[config.mk]
export PLATFORM = sky130hd
export DESIGN_NAME = ptp_time_counter
export DESIGN_NICKNAME = d
export VERILOG_FILES = /design/src/rtl/ptp_tc_pkg.sv /design/src/rtl/ptp_tc_regs.sv /design/src/rtl/ptp_tc_rate.sv /design/src/rtl/ptp_tc_time.sv /design/src/rtl/ptp_tc_capture.sv /design/src/rtl/ptp_time_counter.sv
export SDC_FILE = /design/constraint.sdc
export NUM_CORES = 1
export LEC_CHECK = 0
export ABC_AREA = 0
export BUFFER_PORTS_ARGS = -buffer_cell sky130_fd_sc_hd__buf_2
export CAP_MARGIN = 20
export CORE_MARGIN = 2
export CORE_UTILIZATION = 62
export CTS_BUF_LIST = sky130_fd_sc_hd__clkbuf_4 sky130_fd_sc_hd__clkbuf_8
export DETAILED_ROUTE_END_ITERATION = 8
export GPL_TIMING_DRIVEN = 0
export PLACE_DENSITY_LB_ADDON = 0.3
export SETUP_SLACK_MARGIN = 0.3
export SYNTH_ARGS = -nofsm -noshare
export SYNTH_HDL_FRONTEND = slang
export SYNTH_SLANG_ARGS = --single-unit
[constraint.sdc]
create_clock -name clk -period 4.2 [get_ports clk]
set_input_delay 0.42 -clock clk [delete_from_list [all_inputs] [get_ports clk]]
set_output_delay 0.42 -clock clk [all_outputs]
set_load 0.1 [all_outputs]
[src/rtl/ptp_tc_pkg.sv]
`timescale 1ns/1ps
package ptp_tc_pkg;

   typedef enum logic [2:0] {
      RA_CTRL    = 3'd0,
      RA_STEP    = 3'd1,
      RA_RATE    = 3'd2,
      RA_LD_SEC  = 3'd3,
      RA_LD_SUB  = 3'd4,
      RA_NOW_SEC = 3'd5,
      RA_NOW_SUB = 3'd6,
      RA_SPARE   = 3'd7
   } reg_addr_e;

   // control word, bit0 = run ... bit4 = snapshot enable
   typedef struct packed {
      logic snap;
      logic rate_cmd;
      logic load_cmd;
      logic fine;
      logic run;
   } ctrl_t;

   localparam int unsigned CTRL_W = $bits(ctrl_t);

endpackage

[src/rtl/ptp_tc_regs.sv]
`timescale 1ns/1ps
module ptp_tc_regs
   import ptp_tc_pkg::*;
#(
   parameter int unsigned DATA_W = 32,
   parameter int unsigned SEC_W  = 32,
   parameter int unsigned SUB_W  = 31,
   parameter int unsigned ACC_W  = 32,
   parameter int unsigned INC_W  = 8
) (
   input  logic              clk,
   input  logic              rst_n,
   input  logic              wr_en,
   input  logic [2:0]        wr_addr,
   input  logic [DATA_W-1:0] wr_data,
   input  logic [2:0]        rd_addr,
   input  logic [SEC_W-1:0]  now_sec,
   input  logic [SUB_W-1:0]  now_sub,
   output ctrl_t             ctrl,
   output logic [INC_W-1:0]  step,
   output logic [ACC_W-1:0]  rate_stage,
   output logic [SEC_W-1:0]  ld_sec,
   output logic [SUB_W-1:0]  ld_sub,
   output logic [DATA_W-1:0] rd_data
);

   always_ff @(posedge clk) begin
      if (!rst_n) begin
         ctrl       <= '0;
         step       <= '0;
         rate_stage <= '0;
         ld_sec     <= '0;
         ld_sub     <= '0;
      end else begin
         // command bits last one cycle unless written again
         ctrl.load_cmd <= 1'b0;
         ctrl.rate_cmd <= 1'b0;
         if (wr_en) begin
            case (reg_addr_e'(wr_addr))
               RA_CTRL:   ctrl       <= ctrl_t'(wr_data[CTRL_W-1:0]);
               RA_STEP:   step       <= wr_data[INC_W-1:0];
               RA_RATE:   rate_stage <= wr_data[ACC_W-1:0];
               RA_LD_SEC: ld_sec     <= wr_data[SEC_W-1:0];
               RA_LD_SUB: ld_sub     <= wr_data[SUB_W-1:0];
               default:   ;
            endcase
         end
      end
   end

   always_comb begin
      rd_data = '0;
      case (reg_addr_e'(rd_addr))
         RA_CTRL:    rd_data[CTRL_W-1:0] = ctrl;
         RA_STEP:    rd_data[INC_W-1:0]  = step;
         RA_RATE:    rd_data[ACC_W-1:0]  = rate_stage;
         RA_LD_SEC:  rd_data[SEC_W-1:0]  = ld_sec;
         RA_LD_SUB:  rd_data[SUB_W-1:0]  = ld_sub;
         RA_NOW_SEC: rd_data[SEC_W-1:0]  = now_sec;
         RA_NOW_SUB: rd_data[SUB_W-1:0]  = now_sub;
         default:    rd_data             = '0;
      endcase
   end

endmodule

[src/rtl/ptp_tc_rate.sv]
`timescale 1ns/1ps
module ptp_tc_rate #(
   parameter int unsigned ACC_W = 32
) (
   input  logic             clk,
   input  logic             rst_n,
   input  logic             run,
   input  logic             rate_cmd,
   input  logic [ACC_W-1:0] rate_stage,
   output logic [ACC_W-1:0] rate_active,
   output logic             carry
);

   logic [ACC_W-1:0] acc_q;
   logic [ACC_W:0]   acc_sum;

   assign acc_sum = {1'b0, acc_q} + {1'b0, rate_active};
   assign carry   = run & acc_sum[ACC_W];

   always_ff @(posedge clk) begin
      if (!rst_n) begin
         acc_q       <= '0;
         rate_active <= '0;
      end else begin
         if (rate_cmd) rate_active <= rate_stage;
         if (run)      acc_q       <= acc_sum[ACC_W-1:0];
      end
   end

endmodule

[src/rtl/ptp_tc_time.sv]
`timescale 1ns/1ps
module ptp_tc_time #(
   parameter int unsigned SEC_W = 32,
   parameter int unsigned SUB_W = 31,
   parameter int unsigned INC_W = 8
) (
   input  logic             clk,
   input  logic             rst_n,
   input  logic             advance,
   input  logic [INC_W-1:0] step,
   input  logic             load,
   input  logic [SEC_W-1:0] ld_sec,
   input  logic [SUB_W-1:0] ld_sub,
   output logic [SEC_W-1:0] now_sec,
   output logic [SUB_W-1:0] now_sub
);

   localparam int unsigned PAD_W = SUB_W + 1 - INC_W;

   logic [SUB_W:0] sub_sum;
   logic           sub_wrap;

   assign sub_sum  = {1'b0, now_sub} + {{PAD_W{1'b0}}, step};
   assign sub_wrap = sub_sum[SUB_W];

   always_ff @(posedge clk) begin
      if (!rst_n) begin
         now_sec <= '0;
         now_sub <= '0;
      end else if (load) begin
         now_sec <= ld_sec;
         now_sub <= ld_sub;
      end else if (advance) begin
         now_sub <= sub_sum[SUB_W-1:0];
         if (sub_wrap) now_sec <= now_sec + 1'b1;
      end
   end

endmodule

[src/rtl/ptp_tc_capture.sv]
`timescale 1ns/1ps
module ptp_tc_capture #(
   parameter int unsigned DATA_W    = 32,
   parameter int unsigned SEC_W     = 32,
   parameter int unsigned SUB_W     = 31,
   parameter bit          MSB_ALIGN = 1'b0
) (
   input  logic              clk,
   input  logic              rst_n,
   input  logic              rx_stamp,
   input  logic              rx_ts_bad,
   input  logic              snap_en,
   input  logic [SEC_W-1:0]  now_sec,
   input  logic [SUB_W-1:0]  now_sub,
   output logic              cap_valid,
   output logic [SEC_W-1:0]  cap_sec,
   output logic [DATA_W-1:0] cap_sub
);

   localparam int unsigned FILL_W = DATA_W - SUB_W;

   logic [DATA_W-1:0] sub_word;

   generate
      if (MSB_ALIGN) begin : g_left
         assign sub_word = {now_sub, {FILL_W{1'b0}}};
      end else begin : g_right
         assign sub_word = {{FILL_W{1'b0}}, now_sub};
      end
   endgenerate

   always_ff @(posedge clk) begin
      if (!rst_n) begin
         cap_valid <= 1'b0;
         cap_sec   <= '0;
         cap_sub   <= '0;
      end else begin
         cap_valid <= rx_stamp;
         if (rx_stamp) begin
            if (rx_ts_bad) begin
               cap_sec <= '1;
               cap_sub <= '1;
            end else if (snap_en) begin
               cap_sec <= now_sec;
               cap_sub <= sub_word;
            end else begin
               cap_sec <= '0;
               cap_sub <= '0;
            end
         end
      end
   end

endmodule

[src/rtl/ptp_time_counter.sv]
`timescale 1ns/1ps
module ptp_time_counter
   import ptp_tc_pkg::*;
#(
   parameter int unsigned DATA_W        = 32,
   parameter int unsigned SEC_W         = 32,
   parameter int unsigned SUB_W         = 31,
   parameter int unsigned ACC_W         = 32,
   parameter int unsigned INC_W         = 8,
   parameter bit          CAP_MSB_ALIGN = 1'b0
) (
   input  logic              clk,
   input  logic              rst_n,
   input  logic              wr_en,
   input  logic [2:0]        wr_addr,
   input  logic [DATA_W-1:0] wr_data,
   input  logic [2:0]        rd_addr,
   output logic [DATA_W-1:0] rd_data,
   input  logic              rx_stamp,
   input  logic              rx_ts_bad,
   output logic              cap_valid,
   output logic [SEC_W-1:0]  cap_sec,
   output logic [DATA_W-1:0] cap_sub
);

   generate
      if (SUB_W >= DATA_W) begin : g_bad_sub
         $error("SUB_W must be narrower than DATA_W");
      end
      if (SEC_W > DATA_W || ACC_W > DATA_W) begin : g_bad_word
         $error("SEC_W and ACC_W must fit in DATA_W");
      end
      if (INC_W > SUB_W || INC_W == 0) begin : g_bad_step
         $error("INC_W must be between 1 and SUB_W");
      end
      if (DATA_W < CTRL_W) begin : g_bad_ctrl
         $error("DATA_W too narrow for control word");
      end
   endgenerate

   ctrl_t            ctrl;
   logic [INC_W-1:0] step;
   logic [ACC_W-1:0] rate_stage;
   logic [ACC_W-1:0] rate_active;
   logic [SEC_W-1:0] ld_sec;
   logic [SUB_W-1:0] ld_sub;
   logic [SEC_W-1:0] now_sec;
   logic [SUB_W-1:0] now_sub;
   logic             carry;
   logic             run_fine;

   assign run_fine = ctrl.run & ctrl.fine;

   ptp_tc_regs #(
      .DATA_W (DATA_W), .SEC_W (SEC_W), .SUB_W (SUB_W),
      .ACC_W  (ACC_W),  .INC_W (INC_W)
   ) u_regs (
      .clk        (clk),
      .rst_n      (rst_n),
      .wr_en      (wr_en),
      .wr_addr    (wr_addr),
      .wr_data    (wr_data),
      .rd_addr    (rd_addr),
      .now_sec    (now_sec),
      .now_sub    (now_sub),
      .ctrl       (ctrl),
      .step       (step),
      .rate_stage (rate_stage),
      .ld_sec     (ld_sec),
      .ld_sub     (ld_sub),
      .rd_data    (rd_data)
   );

   ptp_tc_rate #(.ACC_W(ACC_W)) u_rate (
      .clk         (clk),
      .rst_n       (rst_n),
      .run         (run_fine),
      .rate_cmd    (ctrl.rate_cmd),
      .rate_stage  (rate_stage),
      .rate_active (rate_active),
      .carry       (carry)
   );

   ptp_tc_time #(.SEC_W(SEC_W), .SUB_W(SUB_W), .INC_W(INC_W)) u_time (
      .clk     (clk),
      .rst_n   (rst_n),
      .advance (carry),
      .step    (step),
      .load    (ctrl.load_cmd),
      .ld_sec  (ld_sec),
      .ld_sub  (ld_sub),
      .now_sec (now_sec),
      .now_sub (now_sub)
   );

   ptp_tc_capture #(
      .DATA_W (DATA_W), .SEC_W (SEC_W), .SUB_W (SUB_W),
      .MSB_ALIGN (CAP_MSB_ALIGN)
   ) u_cap (
      .clk       (clk),
      .rst_n     (rst_n),
      .rx_stamp  (rx_stamp),
      .rx_ts_bad (rx_ts_bad),
      .snap_en   (ctrl.snap),
      .now_sec   (now_sec),
      .now_sub   (now_sub),
      .cap_valid (cap_valid),
      .cap_sec   (cap_sec),
      .cap_sub   (cap_sub)
   );

endmodule

==> impl_metrics.csv <==
group,metric,value,unit
worst_setup_path,crit_path_end_kind,"flip-flop",
die,die_h,158,um
global_route,antenna_found_initial,1,
worst_setup_path,worst_setup_path_start_kind,"flip-flop",
clock_network,cts-root-buf,"clkbuf_8",
clock_network,cts_buffers,50,
power_and_ir_drop,ir_drop,345,uV
yosys,async_flop_share,0,
die,coreArea,0.0233,mm2
yosys,yosys_warnings,0,
global_route,first_global_vias,13732,
timing,period_share,0.918,
worst_setup_path,path_class,"reg -> reg",
clock_network,cts_tree,"done",
timing,maxSlewHeadroom,0.218,
timing,grt_setup_unrepaired,"yes",
timing,fmax,259,MHz
timing,period_minus_slack,3.86,ns
drt,drt_iter0_drc,1750,
timing,setup_viol,0,
drt,vias,14973,
drt,wl_per_cell,21.2,um
placed_design,place.gp.congestion,0.952,
drt,drcViolationCount,0,
die,io_pins,140,
hold_path,hold_class,"in -> reg",
yosys,synth-seq-cells,300,
run_status,status,"complete, no violations",
timing,drv_slew,0,
timing,hold_violations,0,
layout,fin_nets,2111,
clock_network,hold_buffers,0,
power_and_ir_drop,power.density,388,mW/mm2
timing,fin_worst_skew,0.0307,ns
timing,worst_pin_slew,1.17,ns
drt,first_pass_iters,7,
yosys,synthFlopType,"dfxtp_1",
yosys,syn_avg_cell_area,7.98,um2
die,die_w,158,um
placed_design,place_hpwl,38800,um
worst_setup_path,crit_required,4.67,ns
drt,wirelength,50600,um
yosys,synthCells,1833,
power_and_ir_drop,leakagePower,6.55,nW
die,start_util,0.627,
clock_network,clkTransAtPathRegs,0.07,ns
worst_setup_path,critPathArrivalTime,4.33,ns
layout,final_cell_mix,"dfxtp_1 (300), nand2_1 (299), a21oi_1 (252)",
timing,finalSetupTns,0,ns
layout,drive_gt1_frac,0.127,
clock_network,htreeDepth,2,
placed_design,dpl.cell_count,2289,
yosys,ys_seq_area_frac,0.410,
power_and_ir_drop,total_power,6.55,mW
die,rows,56,
drt,ant_nets,0,
yosys,synth-edff-count,0,
drt,via_per_inst,6.29,
layout,final_cells,2382,
global_route,grt_pass1_wl,76500,um
layout,layout_commonest_cell,"dfxtp_1",
layout,fill_cells,1943,
global_route,track_usage,0.401,
yosys,synth_fp_nets,1919,
die,die-area,0.0249,mm2
yosys,ys_types,63,
job,max_cap_violations,0,
clock_network,worst_skew_pair.late_latency,0.59,ns
placed_design,numPortBuffers,136,
clock_network,cts_buffer_depth,3,
yosys,synthesis.area,0.0146,mm2
worst_setup_path,cp_max_fo,7,
layout,syn_to_final_growth,15.3,%
global_route,grt_start_max_net_pins,14,
clock_network,cts.sinks,300,
global_route,overflow,0,
[sequential cells by signal (all words and copies together), names as in the netlist]
name and cells:
u_time.now_sec 32, u_regs.rate_stage 32, u_regs.ld_sec 32, u_rate.rate_active 32, u_regs.ld_sub 31, u_regs.step 8, u_regs.ctrl 5, u_time.now_sub 31
u_rate.acc_q 32, u_cap.cap_sec 32, u_cap.cap_sub 32, u_cap.cap_valid 1
[cells in the mapped netlist (4+ instances only)]
library cell / number / area [um2]
a21oi_1: 252 / 1260
nor2b_1: 9 / 56.3
o221ai_1: 24 / 210
and3_1: 12 / 75.1
a21o_1: 23 / 173
nor4_1: 9 / 56.3
o31ai_1: 5 / 37.5
inv_1: 22 / 82.6
a211oi_1: 18 / 135
mux2i_1: 81 / 811
a22o_1: 4 / 35.0
and2_1: 8 / 50.1
o211a_1: 5 / 50.1
a221oi_1: 4 / 35.0
nor3_1: 19 / 95.1
a31oi_1: 16 / 100
o21bai_1: 6 / 45.0
and4_1: 6 / 52.6
o21a_1: 4 / 30.0
buf_1: 13 / 48.8
o21ai_0: 145 / 726
nor3b_1: 4 / 30.0
nand4_1: 24 / 150
nand2b_1: 10 / 62.6
mux2_2: 6 / 67.6
xor2_1: 30 / 263
clkbuf_1: 117 / 439
ha_1: 41 / 513
a22oi_1: 29 / 218
or3_1: 13 / 81.3
buf_2: 6 / 30.0
nand3_1: 34 / 170
o211ai_1: 4 / 30.0
nor2_1: 153 / 574
xnor2_1: 36 / 315
dfxtp_1: 300 / 6010
nand2_1: 299 / 1120
[through the flow]
step	worst slack, ns	cell area [um2]	hold WS, ns	utilization
global route	0.276	16900	0.0884	0.723
global placement	0.0478	15700	0.443	0.674
finish	0.342	16900	0.0825	0.723
detailed placement	0.157	15700	0.449	0.674
floorplan	0.377	14600	0.436	-
CTS	0.352	16800	0.0746	0.722
[report_power, final]
part	switching, mW	total (mW)	internal, mW
Clock	1.21	2.81	1.60
Combinational	0.628	0.764	0.136
Sequential	0.0592	2.98	2.92
Total	1.90	6.55	4.66
[critical path, cell delays in order, from the launching register on]
cell and delay (ns):
dfxtp_1 0.38, ha_2 0.21, fa_2 0.23, a211oi_1 0.12
o21ai_2 0.26, a211oi_2 0.14, o31a_1 0.27, or4_4 0.53
buf_2 0.20, a21oi_1 0.77, nand4_1 0.22, xnor2_1 0.20
o211a_1 0.20
[per-layer routing]
metal / GRT usage / up-vias / share of wire
met2: 0.627 / 877 / 0.44
met3: 0.0676 / 181 / 0.097
met4: 0.178 / 0 / 0.051
met1: 0.546 / 7032 / 0.41
met5: 0 / - / 0
li1: - / 6883 / -
[logic make-up after synthesis]
| kind of cell | share of synthesized area |
|---|---|
| compound gates | 0.227 |
| xor+xnor | 0.0395 |
| fa+ha+maj | 0.0378 |
| buf+inv | 0.0419 |
| flops | 0.410 |
| mux | 0.0600 |
| simple gates | 0.183 |
[final timing paths]
check,slack [ns],startpoint,cells after the start,end
worst max-delay path,0.34,u_rate.rate_active[0],12,u_time.now_sub[13]
worst min-delay path,0.08,wr_data[31],3,u_regs.ld_sec[31]
worst max register to register,0.34,u_rate.rate_active[0],12,u_time.now_sub[13]
worst min register to register,0.46,u_rate.acc_q[5],2,u_rate.acc_q[5]
[layout make-up]
cell class	instances	area (um2)	share of cell area
inverters	24	90.1	0.00534
repair buffers	140	708	0.0420
clock inverters	10	85.1	0.00504
plain buffers	137	524	0.0311
clock buffers	79	1020	0.0604
multi-input cells	1372	8040	0.476
diodes	1	2.50	0.000148
flip-flops and latches	300	6010	0.356
well taps	319	399	0.0237
[repair_timing]
item	4_1_cts	5_1_grt
cloned	0	0
setup buffers	1	2
resized for setup	3	4
endpoints found under the setup margin	39	33
pin swaps	2	2
Note: power is estimated with default switching activity, not from simulation.
